===== config.mk =====
export PLATFORM = sky130hd
export DESIGN_NAME = hybrid_mode_sel
export DESIGN_NICKNAME = d
export VERILOG_FILES = /design/src/rtl/hms_pkg.sv /design/src/rtl/hms_dpath.sv /design/src/rtl/hms_ctrl.sv /design/src/rtl/hybrid_mode_sel.sv
export SDC_FILE = /design/constraint.sdc
export NUM_CORES = 2
export LEC_CHECK = 0
export ABC_AREA = 1
export BUFFER_PORTS_ARGS = -buffer_cell sky130_fd_sc_hd__buf_2
export CAP_MARGIN = 0
export CORE_AREA = 10 10 244 246
export DETAILED_ROUTE_END_ITERATION = 8
export DIE_AREA = 0 0 254 256
export GPL_TIMING_DRIVEN = 0
export PLACE_DENSITY = 0.74
export SLEW_MARGIN = 40
export SYNTH_ARGS = -nofsm -noshare
export SYNTH_HDL_FRONTEND = slang
export SYNTH_SLANG_ARGS = --single-unit

===== constraint.sdc =====
create_clock -name clk -period 8.6 [get_ports clk]
set_clock_uncertainty 0.05 [all_clocks]
set_input_delay 0.43 -clock clk [delete_from_list [all_inputs] [get_ports clk]]
set_output_delay 0.43 -clock clk [all_outputs]
set_load 0.03 [all_outputs]

===== src/rtl/hms_pkg.sv =====
package hms_pkg;
  typedef enum logic [2:0] {
    ST_IDLE,
    ST_MEAS_S,
    ST_MEAS_D,
    ST_DECIDE,
    ST_RUN
  } state_t;

  typedef struct packed {
    logic latchCfg;
    logic clrCnt;
    logic countEn;
    logic saveSram;
    logic saveDram;
    logic runCount;
  } strobe_t;
endpackage


===== src/rtl/hms_dpath.sv =====
module hms_dpath
  import hms_pkg::*;
#(
  parameter int CNT_W = 24,
  parameter int LAT_W = 8,
  parameter int MEM_W = 16,
  parameter int RUN_W = 8
) (
  input  logic             clk,
  input  logic             rst_n,
  input  strobe_t          st,
  input  logic             accessIn,
  input  logic             missIn,
  input  logic [LAT_W-1:0] cfgHitSram,
  input  logic [LAT_W-1:0] cfgHitDram,
  input  logic [MEM_W-1:0] cfgMemTime,
  input  logic [CNT_W-1:0] cfgIntervalLen,
  input  logic [RUN_W-1:0] cfgRunIntervals,
  output logic             intervalDone,
  output logic             runDone,
  output logic             dramBetter
);
  localparam int WIDE_W = (MEM_W > LAT_W) ? MEM_W : LAT_W;
  localparam int PROD_W = CNT_W + WIDE_W;

  logic [LAT_W-1:0] hitS, hitD, penalty;
  logic [MEM_W-1:0] memT;
  logic [CNT_W-1:0] lenR, lenEff, accCnt, missCnt, missTotal, missS, missD, diffMiss;
  logic [RUN_W-1:0] runR, runEff, runCnt;
  logic [PROD_W-1:0] gainProd, costProd;

  assign lenEff = (lenR == '0) ? CNT_W'(1) : lenR;
  assign runEff = (runR == '0) ? RUN_W'(1) : runR;
  assign intervalDone = accessIn && st.countEn && (accCnt == lenEff - CNT_W'(1));
  assign runDone = intervalDone && st.runCount && (runCnt == runEff - RUN_W'(1));
  assign missTotal = missCnt + CNT_W'(missIn);

  always_ff @(posedge clk) begin
    if (!rst_n) begin
      hitS <= '0; hitD <= '0; memT <= '0; lenR <= '0; runR <= '0;
    end else if (st.latchCfg) begin
      hitS <= cfgHitSram; hitD <= cfgHitDram; memT <= cfgMemTime;
      lenR <= cfgIntervalLen; runR <= cfgRunIntervals;
    end
  end

  always_ff @(posedge clk) begin
    if (!rst_n || st.clrCnt) begin
      accCnt <= '0;
      missCnt <= '0;
    end else if (accessIn && st.countEn) begin
      if (intervalDone) begin
        accCnt <= '0;
        missCnt <= '0;
      end else begin
        accCnt <= accCnt + CNT_W'(1);
        missCnt <= missTotal;
      end
    end
  end

  always_ff @(posedge clk) begin
    if (!rst_n) begin
      missS <= '0;
      missD <= '0;
    end else begin
      if (intervalDone && st.saveSram) missS <= missTotal;
      if (intervalDone && st.saveDram) missD <= missTotal;
    end
  end

  always_ff @(posedge clk) begin
    if (!rst_n || st.clrCnt || st.latchCfg) runCnt <= '0;
    else if (intervalDone && st.runCount) runCnt <= runDone ? '0 : runCnt + RUN_W'(1);
  end

  // Division-free cost test on equal-length intervals.
  assign diffMiss = missS - missD;
  assign penalty  = (hitD > hitS) ? hitD - hitS : '0;
  assign gainProd = PROD_W'(diffMiss) * PROD_W'(memT);
  assign costProd = PROD_W'(penalty) * PROD_W'(lenEff);
  assign dramBetter = (missS > missD) && (gainProd > costProd);


  acc_range_chk: assert property (@(posedge clk) disable iff (!rst_n) accCnt < lenEff);

  miss_bound_chk: assert property (@(posedge clk) disable iff (!rst_n) missCnt <= accCnt);
endmodule


===== src/rtl/hms_ctrl.sv =====
module hms_ctrl
  import hms_pkg::*;
(
  input  logic    clk,
  input  logic    rst_n,
  input  logic    accessIn,
  input  logic    intervalDone,
  input  logic    runDone,
  input  logic    dramBetter,
  output strobe_t st,
  output logic    modeDram,
  output logic    switchReq,
  output logic    busy
);
  state_t state, stateNext;
  logic   modeNext;

  always_comb begin
    stateNext = state;
    modeNext  = modeDram;
    st        = '0;
    case (state)
      ST_IDLE: begin
        st.clrCnt = 1'b1;
        if (accessIn) begin
          st.latchCfg = 1'b1;
          stateNext   = ST_MEAS_S;
          modeNext    = 1'b0;
        end
      end
      ST_MEAS_S: begin
        st.countEn  = 1'b1;
        st.saveSram = 1'b1;
        if (intervalDone) begin
          stateNext = ST_MEAS_D;
          modeNext  = 1'b1;
        end
      end
      ST_MEAS_D: begin
        st.countEn  = 1'b1;
        st.saveDram = 1'b1;
        if (intervalDone) stateNext = ST_DECIDE;
      end
      ST_DECIDE: begin
        st.clrCnt = 1'b1;
        stateNext = ST_RUN;
        modeNext  = dramBetter;
      end
      ST_RUN: begin
        st.countEn  = 1'b1;
        st.runCount = 1'b1;
        if (runDone) begin
          st.latchCfg = 1'b1;
          stateNext   = ST_MEAS_S;
          modeNext    = 1'b0;
        end
      end
      default: stateNext = ST_IDLE;
    endcase
  end

  always_ff @(posedge clk) begin
    if (!rst_n) begin
      state     <= ST_IDLE;
      modeDram  <= 1'b0;
      switchReq <= 1'b0;
    end else begin
      state     <= stateNext;
      modeDram  <= modeNext;
      switchReq <= (modeNext != modeDram);
    end
  end

  assign busy = (state == ST_MEAS_S) || (state == ST_MEAS_D) || (state == ST_DECIDE);


  switch_pulse_chk: assert property (@(posedge clk) disable iff (!rst_n) switchReq |=> !switchReq);

  mode_change_chk: assert property (@(posedge clk) disable iff (!rst_n)
    (modeDram != $past(modeDram)) |-> switchReq);

  sram_meas_chk: assert property (@(posedge clk) disable iff (!rst_n) (state == ST_MEAS_S) |-> !modeDram);

  dram_meas_chk: assert property (@(posedge clk) disable iff (!rst_n) (state == ST_MEAS_D) |-> modeDram);

  idle_chk: assert property (@(posedge clk) disable iff (!rst_n) (state == ST_IDLE) |-> (!modeDram && !busy));
endmodule


===== src/rtl/hybrid_mode_sel.sv =====
module hybrid_mode_sel
  import hms_pkg::*;
#(
  parameter int CNT_W = 24,
  parameter int LAT_W = 8,
  parameter int MEM_W = 16,
  parameter int RUN_W = 8
) (
  input  logic             clk,
  input  logic             rst_n,
  input  logic             accessIn,
  input  logic             missIn,
  input  logic [LAT_W-1:0] cfgHitSram,
  input  logic [LAT_W-1:0] cfgHitDram,
  input  logic [MEM_W-1:0] cfgMemTime,
  input  logic [CNT_W-1:0] cfgIntervalLen,
  input  logic [RUN_W-1:0] cfgRunIntervals,
  output logic             modeDram,
  output logic             switchReq,
  output logic             busy
);
  strobe_t st;
  logic intervalDone, runDone, dramBetter;

  hms_ctrl u_ctrl (
    .clk(clk), .rst_n(rst_n), .accessIn(accessIn), .intervalDone(intervalDone),
    .runDone(runDone), .dramBetter(dramBetter), .st(st), .modeDram(modeDram),
    .switchReq(switchReq), .busy(busy)
  );

  hms_dpath #(.CNT_W(CNT_W), .LAT_W(LAT_W), .MEM_W(MEM_W), .RUN_W(RUN_W)) u_dpath (
    .clk(clk), .rst_n(rst_n), .st(st), .accessIn(accessIn), .missIn(missIn),
    .cfgHitSram(cfgHitSram), .cfgHitDram(cfgHitDram), .cfgMemTime(cfgMemTime),
    .cfgIntervalLen(cfgIntervalLen), .cfgRunIntervals(cfgRunIntervals),
    .intervalDone(intervalDone), .runDone(runDone), .dramBetter(dramBetter)
  );
endmodule


# Yosys cells after proc, flatten, opt, wreduce, memory -nomap -nowiden
# Cells that the tools add are included.
# W data, S select, Z words.
[classes] order_cmp=3 mul=2 muxes=23 addsub=7 n_reduce_logical=18 eq_ne=11
[op_table] operator="$mux W24" count=3
[op_table] operator="$gt A40 B32 Y1" count=1
[op_table] operator="$mul A24 B16 Y40" count=1
[op_table] operator="$mul A8 B24 Y32" count=1
[op_table] operator="$add A24 B1 Y24" count=1
[op_table] operator="$add A24 B1 Y24 const B" count=1
[op_table] operator="$eq A24 B24 Y1" count=1
[op_table] operator="$gt A24 B24 Y1" count=1
[op_table] operator="$logic_not A24 Y1" count=1
[op_table] operator="$mux W8" count=3
[op_table] operator="$sub A24 B1 Y24 const B" count=1
[op_table] operator="$sub A24 B24 Y24" count=1
[op_table] operator="$pmux W3 S5" count=1
[op_table] operator="$mux W3" count=4
[op_table] operator="$mux W1" count=10
[op_table] operator="$add A8 B1 Y8 const B" count=1
[op_table] operator="$eq A8 B8 Y1" count=1
[op_table] operator="$gt A8 B8 Y1" count=1
[op_table] operator="$logic_not A8 Y1" count=1
[op_table] operator="$sub A8 B1 Y8 const B" count=1
[op_table] operator="$sub A8 B8 Y8" count=1
[op_table] operator="$logic_and A1 B1 Y1" count=7
[op_table] operator="$eq A3 B2 Y1 const B" count=2
[op_table] operator="$ne A2 B1 Y1 const B" count=3
[op_table] operator="12 further kinds" count=15
[word_totals] out_inout_bits=3 ff_bits=173 word_cells=77

# Longest topological paths before layout
[depth] ltp_word=10 mapped_depth=61

# Cells and area by module
# From an unflattened synthesis, not the netlist that was laid out.
[hier_totals] hier_cells=3960 area_unflattened_um2=29240.5
[modules_own_cells] module="hms_dpath" cells_each=3900 instances=1 seq_area_each_um2=3363.2 area_per_inst_um2=28878.9
[modules_own_cells] module="hms_ctrl" cells_each=60 instances=1 seq_area_each_um2=100.1 area_per_inst_um2=361.6

# Worst setup path after synthesis
# No wires, ideal clock.
[synth_path] path_type="register to register" from="reg u_dpath.missS[0]" to="reg u_ctrl.modeDram" stages_incl_launch_ff=46 synth_period_minus_slack_ns=8.502 slack_ns=0.098 arrival_time_ns=8.313 t_required_ns=8.411 setup_ns=0.139 cell_sequence="dfxtp_1 -> inv_1 -> ha_1 -> fa_1 -> o21ai_0 -> a21oi_1 -> o21ai_0 -> a31oi_1 -> o21ai_0 -> a31oi_1 -> inv_1 -> nand2_1 -> nand3b_1 -> nand2_1 -> inv_1 -> buf_2 -> nand2_1 -> fa_1 -> [... 10 more ...] -> nor2_1 -> nand2_1 -> nor2_1 -> a21oi_1 -> o211a_1 -> xnor2_1 -> ha_1 -> nand4_1 -> nor3_1 -> nand4_1 -> nand2_1 -> nand3_1 -> nor2_1 -> nand2_1 -> nand2_1 -> nand3_1 -> a21oi_1 -> nor2_1"
[synth_via] elab_chain_cells=5
[synth_rtl] element="start: declaration" line_no="hms_dpath.sv:28" text="logic [CNT_W-1:0] lenR, lenEff, accCnt, missCnt, missTotal, missS, missD, diffMiss;"
[synth_rtl] element="start signal: assignment" line_no="hms_dpath.sv:67" text="if (intervalDone && st.saveSram) missS <= missTotal;"
[synth_rtl] element="$sub A24 B24 Y24" line_no="hms_dpath.sv:78" text="assign diffMiss = missS - missD;"
[synth_rtl] element="$mul A24 B16 Y40" line_no="hms_dpath.sv:80" text="assign gainProd = PROD_W'(diffMiss) * PROD_W'(memT);"
[synth_rtl] element="$gt A40 B32 Y1" line_no="hms_dpath.sv:82" text="assign dramBetter = (missS > missD) && (gainProd > costProd);"
[synth_rtl] element="$logic_and A1 B1 Y1 *" line_no="hms_dpath.sv:82"
[synth_rtl] element="$pmux W1 S4 *" line_no="hms_ctrl.sv:22" text="case (state)"
[synth_rtl] element="end signal: assignment" line_no="hms_ctrl.sv:69" text="modeDram <= modeNext;"
[synth_rtl] element="end: declaration" line_no="hms_ctrl.sv:11" text="output logic modeDram,"
# Mark *: on every way between the ends. The rest lies on a longest branch, timed or not.
# A chain may end at the register's enable or synchronous reset.

# Worst setup path in the final report
[layout_path] from="reg u_dpath.missS[0]" to="reg u_ctrl.switchReq"
[layout_via] elab_chain_cells=6
[layout_rtl] element="$sub A24 B24 Y24" line_no="hms_dpath.sv:78"
[layout_rtl] element="$mul A24 B16 Y40" line_no="hms_dpath.sv:80"
[layout_rtl] element="$gt A40 B32 Y1" line_no="hms_dpath.sv:82"
[layout_rtl] element="$logic_and A1 B1 Y1 *" line_no="hms_dpath.sv:82"
[layout_rtl] element="$pmux W1 S4 *" line_no="hms_ctrl.sv:22"
[layout_rtl] element="$ne A1 B1 Y1 *" line_no="hms_ctrl.sv:70" text="switchReq <= (modeNext != modeDram);"
[layout_rtl] element="end signal: assignment" line_no="hms_ctrl.sv:70"
[layout_rtl] element="end: declaration" line_no="hms_ctrl.sv:12" text="output logic switchReq,"
# Marks and branches as above.

==> metrics.md <==
| Metric | Value |
|---|---|
| Initial antenna violation count | 1 |
| Root Buffer | clkbuf_16 |
| DRC | 0 |
| Storage element area | 3472 µm² |
| Commonest non-fill, non-tap cells in the layout | inv_1, nand2_1, fa_1 |
| Count of cell types in the netlist | 54 |
| Worst skew pair latency | 0.46 ns |
| Met2 routed WL | 40.31 mm |
| DPL Wire Length | 71.01 mm |
| I/O Pins | 71 |
| YS warnings | 0 |
| Port-buffer cells | 70 |
| Slack of the critical path | -0.1954 ns |
| GR Overflow Total | 0 |
| RSZ-0062 raised after global routing | yes |
| Commonest non-fill, non-tap cell in the layout | inv_1 |
| Layout cells sized above 1 | 17.87% |
| Footprint of the multi-input gates | 24150 µm² |
| Final Hold Fails | 0 |
| Final Max Tran Viols | 0 |
| Initial core utilization | 54.50% |
| Largest net degree at the start of global routing | 23 |
| Top layer in use | met5 |
| Final min period | 8.795 ns |
| GRT Util Overall | 26.72% |
| Status | complete, but fails checks |
| Diode count | 0 |
| Post-synthesis cell count | 3979 |
| CTS tree | yes |
| Synthesis-to-finish area growth | 14.98% |
| Critical setup path kind | flop to flop |
| # clock sinks | 173 |
| Die area | 65020 µm² |
| Syn nets | 4721 |
| First-pass GRT wire length | 138.8 mm |
| Vias in the first global route | 26460 |
| HP Class | primary input to flop |
| Largest fanout on the critical path | 4 |
| Final instance area | 34250 µm² |
| M1 WL | 36.92 mm |
| Crit end category | flop |
| Syn Area/Cell | 7.487 µm² |
| CORE AREA | 54660 µm² |
| Sequential cell area fraction in the yosys report | 11.63% |
| PwrDens | 142.3 nW/µm² |
| Max-cap check violation count | 0 |
| Cell Area, Synth | 29790 µm² |
| Hold-fix buffers, CTS | 0 |
| H-Tree Level Count | 4 |
| Die height | 256 µm |
| Leakage | 16.18 nW |
| Via-per-instance ratio | 5.485 |
| # fillers | 4700 |
| Post-synthesis register bit count | 173 |
| Critical path required time | 8.92 ns |
| Sum Neg Setup Slack | -0.3564 ns |
| Final worst path period share | 102.3% |
| Rows | 86 |
| CTS clock-pin slew for the worst setup and hold paths | 0.08 ns |
| Routed WL per cell | 18.17 µm |
| DRC violation total after the first TritonRoute iteration | 2105 |
| RD Place Congestion | 0.9867 |
| WL met3 | 8.064 mm |
| Worst vdd ir | 0.0002406 V |
| Max Fclk | 113.7 MHz |
| Placed instance area | 31090 µm² |
| Final nets | 4909 |
| First drt pass iteration count | 6 |
| Endpoints failing setup | 2 |
| CP Launch Type | flop |
| Max stage delay on crit path | 0.60 ns |
| Inserted Clock Buffers | 17 |
| CTS Buffer Depth | 2 |
| Worst EP arrival | 9.11 ns |
| Chip width | 254 µm |
| Crit-path most repeated cell | fa_1 |
| DR vias | 26790 |
| Min Hold Slack | 0.1565 ns |
| Slew @ Worst Pin | 0.8857 ns |
| Failing checks | setup timing |
| Detailed Route WL | 88.73 mm |
| ANT nets after route | 0 |
| Slew margin rel. | 40.95% |
| Critical path's slowest cell | fa_2 |
==> cells in the mapped netlist, drive strengths merged <==
cell type | instances | area share [%]
clkinv | 13 | 0.16
and2 | 4 | 0.084
o22ai | 1 | 0.021
nor3b | 3 | 0.076
a21oi | 263 | 5.2
dfxtp | 173 | 12
nand3 | 178 | 3.6
nor4 | 14 | 0.29
a21boi | 2 | 0.050
o21a | 5 | 0.13
o211ai | 5 | 0.13
o21ai | 100 | 1.7
clkbuf | 85 | 1.1
a21o | 5 | 0.13
nand4 | 42 | 0.95
a211oi | 7 | 0.18
nand2 | 853 | 11
nor3 | 33 | 0.57
xor2 | 93 | 2.8
nand2b | 2 | 0.042
fa | 440 | 30
nor2 | 476 | 6.3
xnor2 | 50 | 1.5
buf | 39 | 1.2
o2111ai | 1 | 0.029
a221oi | 1 | 0.029
a31oi | 13 | 0.27
o31ai | 1 | 0.025
or2 | 23 | 0.48
a41oi | 1 | 0.029
inv | 797 | 10
ha | 234 | 9.8
nand3b | 7 | 0.18
o211a | 2 | 0.067
o21bai | 12 | 0.30
and3 | 1 | 0.021
==> critical path, delay by kind of cell, from the launching register on <==
kind            cells  cell delay [ns]
buf+inv            10             1.16
flops               1             0.33
compound gates      7             1.10
fa+ha+maj          10             4.11
xor+xnor            2             0.46
simple gates       15             1.47
==> per-layer routing <==
layer | track usage, % | vias to the layer above
met4 | 9.280 | 2
met3 | 4.985 | 207
met2 | 42.49 | 1201
met5 | 0 | -
met1 | 35.83 | 12860
li1 | - | 12520
==> sequential cells by signal (all words and copies together) (netlist names), 3 cells and up <==
signal / cells
u_ctrl.state: 3
u_dpath.accCnt: 24
u_dpath.hitD: 8
u_dpath.hitS: 8
u_dpath.lenR: 24
u_dpath.memT: 16
u_dpath.missCnt: 24
u_dpath.missD: 24
u_dpath.missS: 24
u_dpath.runCnt: 8
u_dpath.runR: 8
==> kinds of logic after synthesis <==
| family | share of synthesized area, % |
|---|---|
| fa+ha+maj | 39.40 |
| buf+inv | 12.49 |
| simple gates | 24.02 |
| flops | 11.63 |
| compound gates | 8.236 |
| xor+xnor | 4.229 |
==> worst paths after layout <==
kind                                     endpoint  depth (start not counted)              start  slack (ns)
worst max-delay path             u_ctrl.switchReq                         44   u_dpath.missS[0]       -0.20
worst max register to register   u_ctrl.switchReq                         44   u_dpath.missS[0]       -0.20
worst min-delay path              u_dpath.hitS[5]                          3      cfgHitSram[5]        0.16
worst min register to register  u_dpath.missS[18]                          2  u_dpath.missS[18]        0.41
==> final cells by class <==
| cell class | count | area share (%) |
|---|---|---|
| multi-input combinational | 2872 | 70.50 |
| sequential | 173 | 10.14 |
| timing repair buffer | 172 | 3.507 |
| clock buffer | 17 | 1.242 |
| tap | 704 | 2.572 |
| buffer | 121 | 2.265 |
| inverter | 810 | 9.132 |
| clock inverter | 15 | 0.6465 |
==> through the flow <==
step	setup slack, ns	util, %	total power [mW]	std cells
floorplan	0.09791	-	3.026	3979
global placement	-1.788	56.75	3.762	4753
detailed placement	-2.105	56.88	3.811	4755
CTS	-0.2342	60.01	4.680	4815
global route	-0.5426	62.66	5.236	4884
finish	-0.1954	62.66	4.874	4884
==> power breakdown <==
group	switching, mW	internal (mW)
Combinational	2.08	1.03
Sequential	0.0681	0.863
Clock	0.419	0.408
Total	2.57	2.30
==> what timing repair did <==
| item | 4_1_cts | 5_1_grt |
|---|---|---|
| pin swaps | 55 | 157 |
| hold endpoints to repair | 0 | 0 |
| cloned | 1 | 1 |
| buffers inserted | 28 | 73 |
| resized for setup | 200 | 249 |
| setup endpoints to repair | 2 | 2 |
No activity file was read; power rests on OpenSTA's default activity.
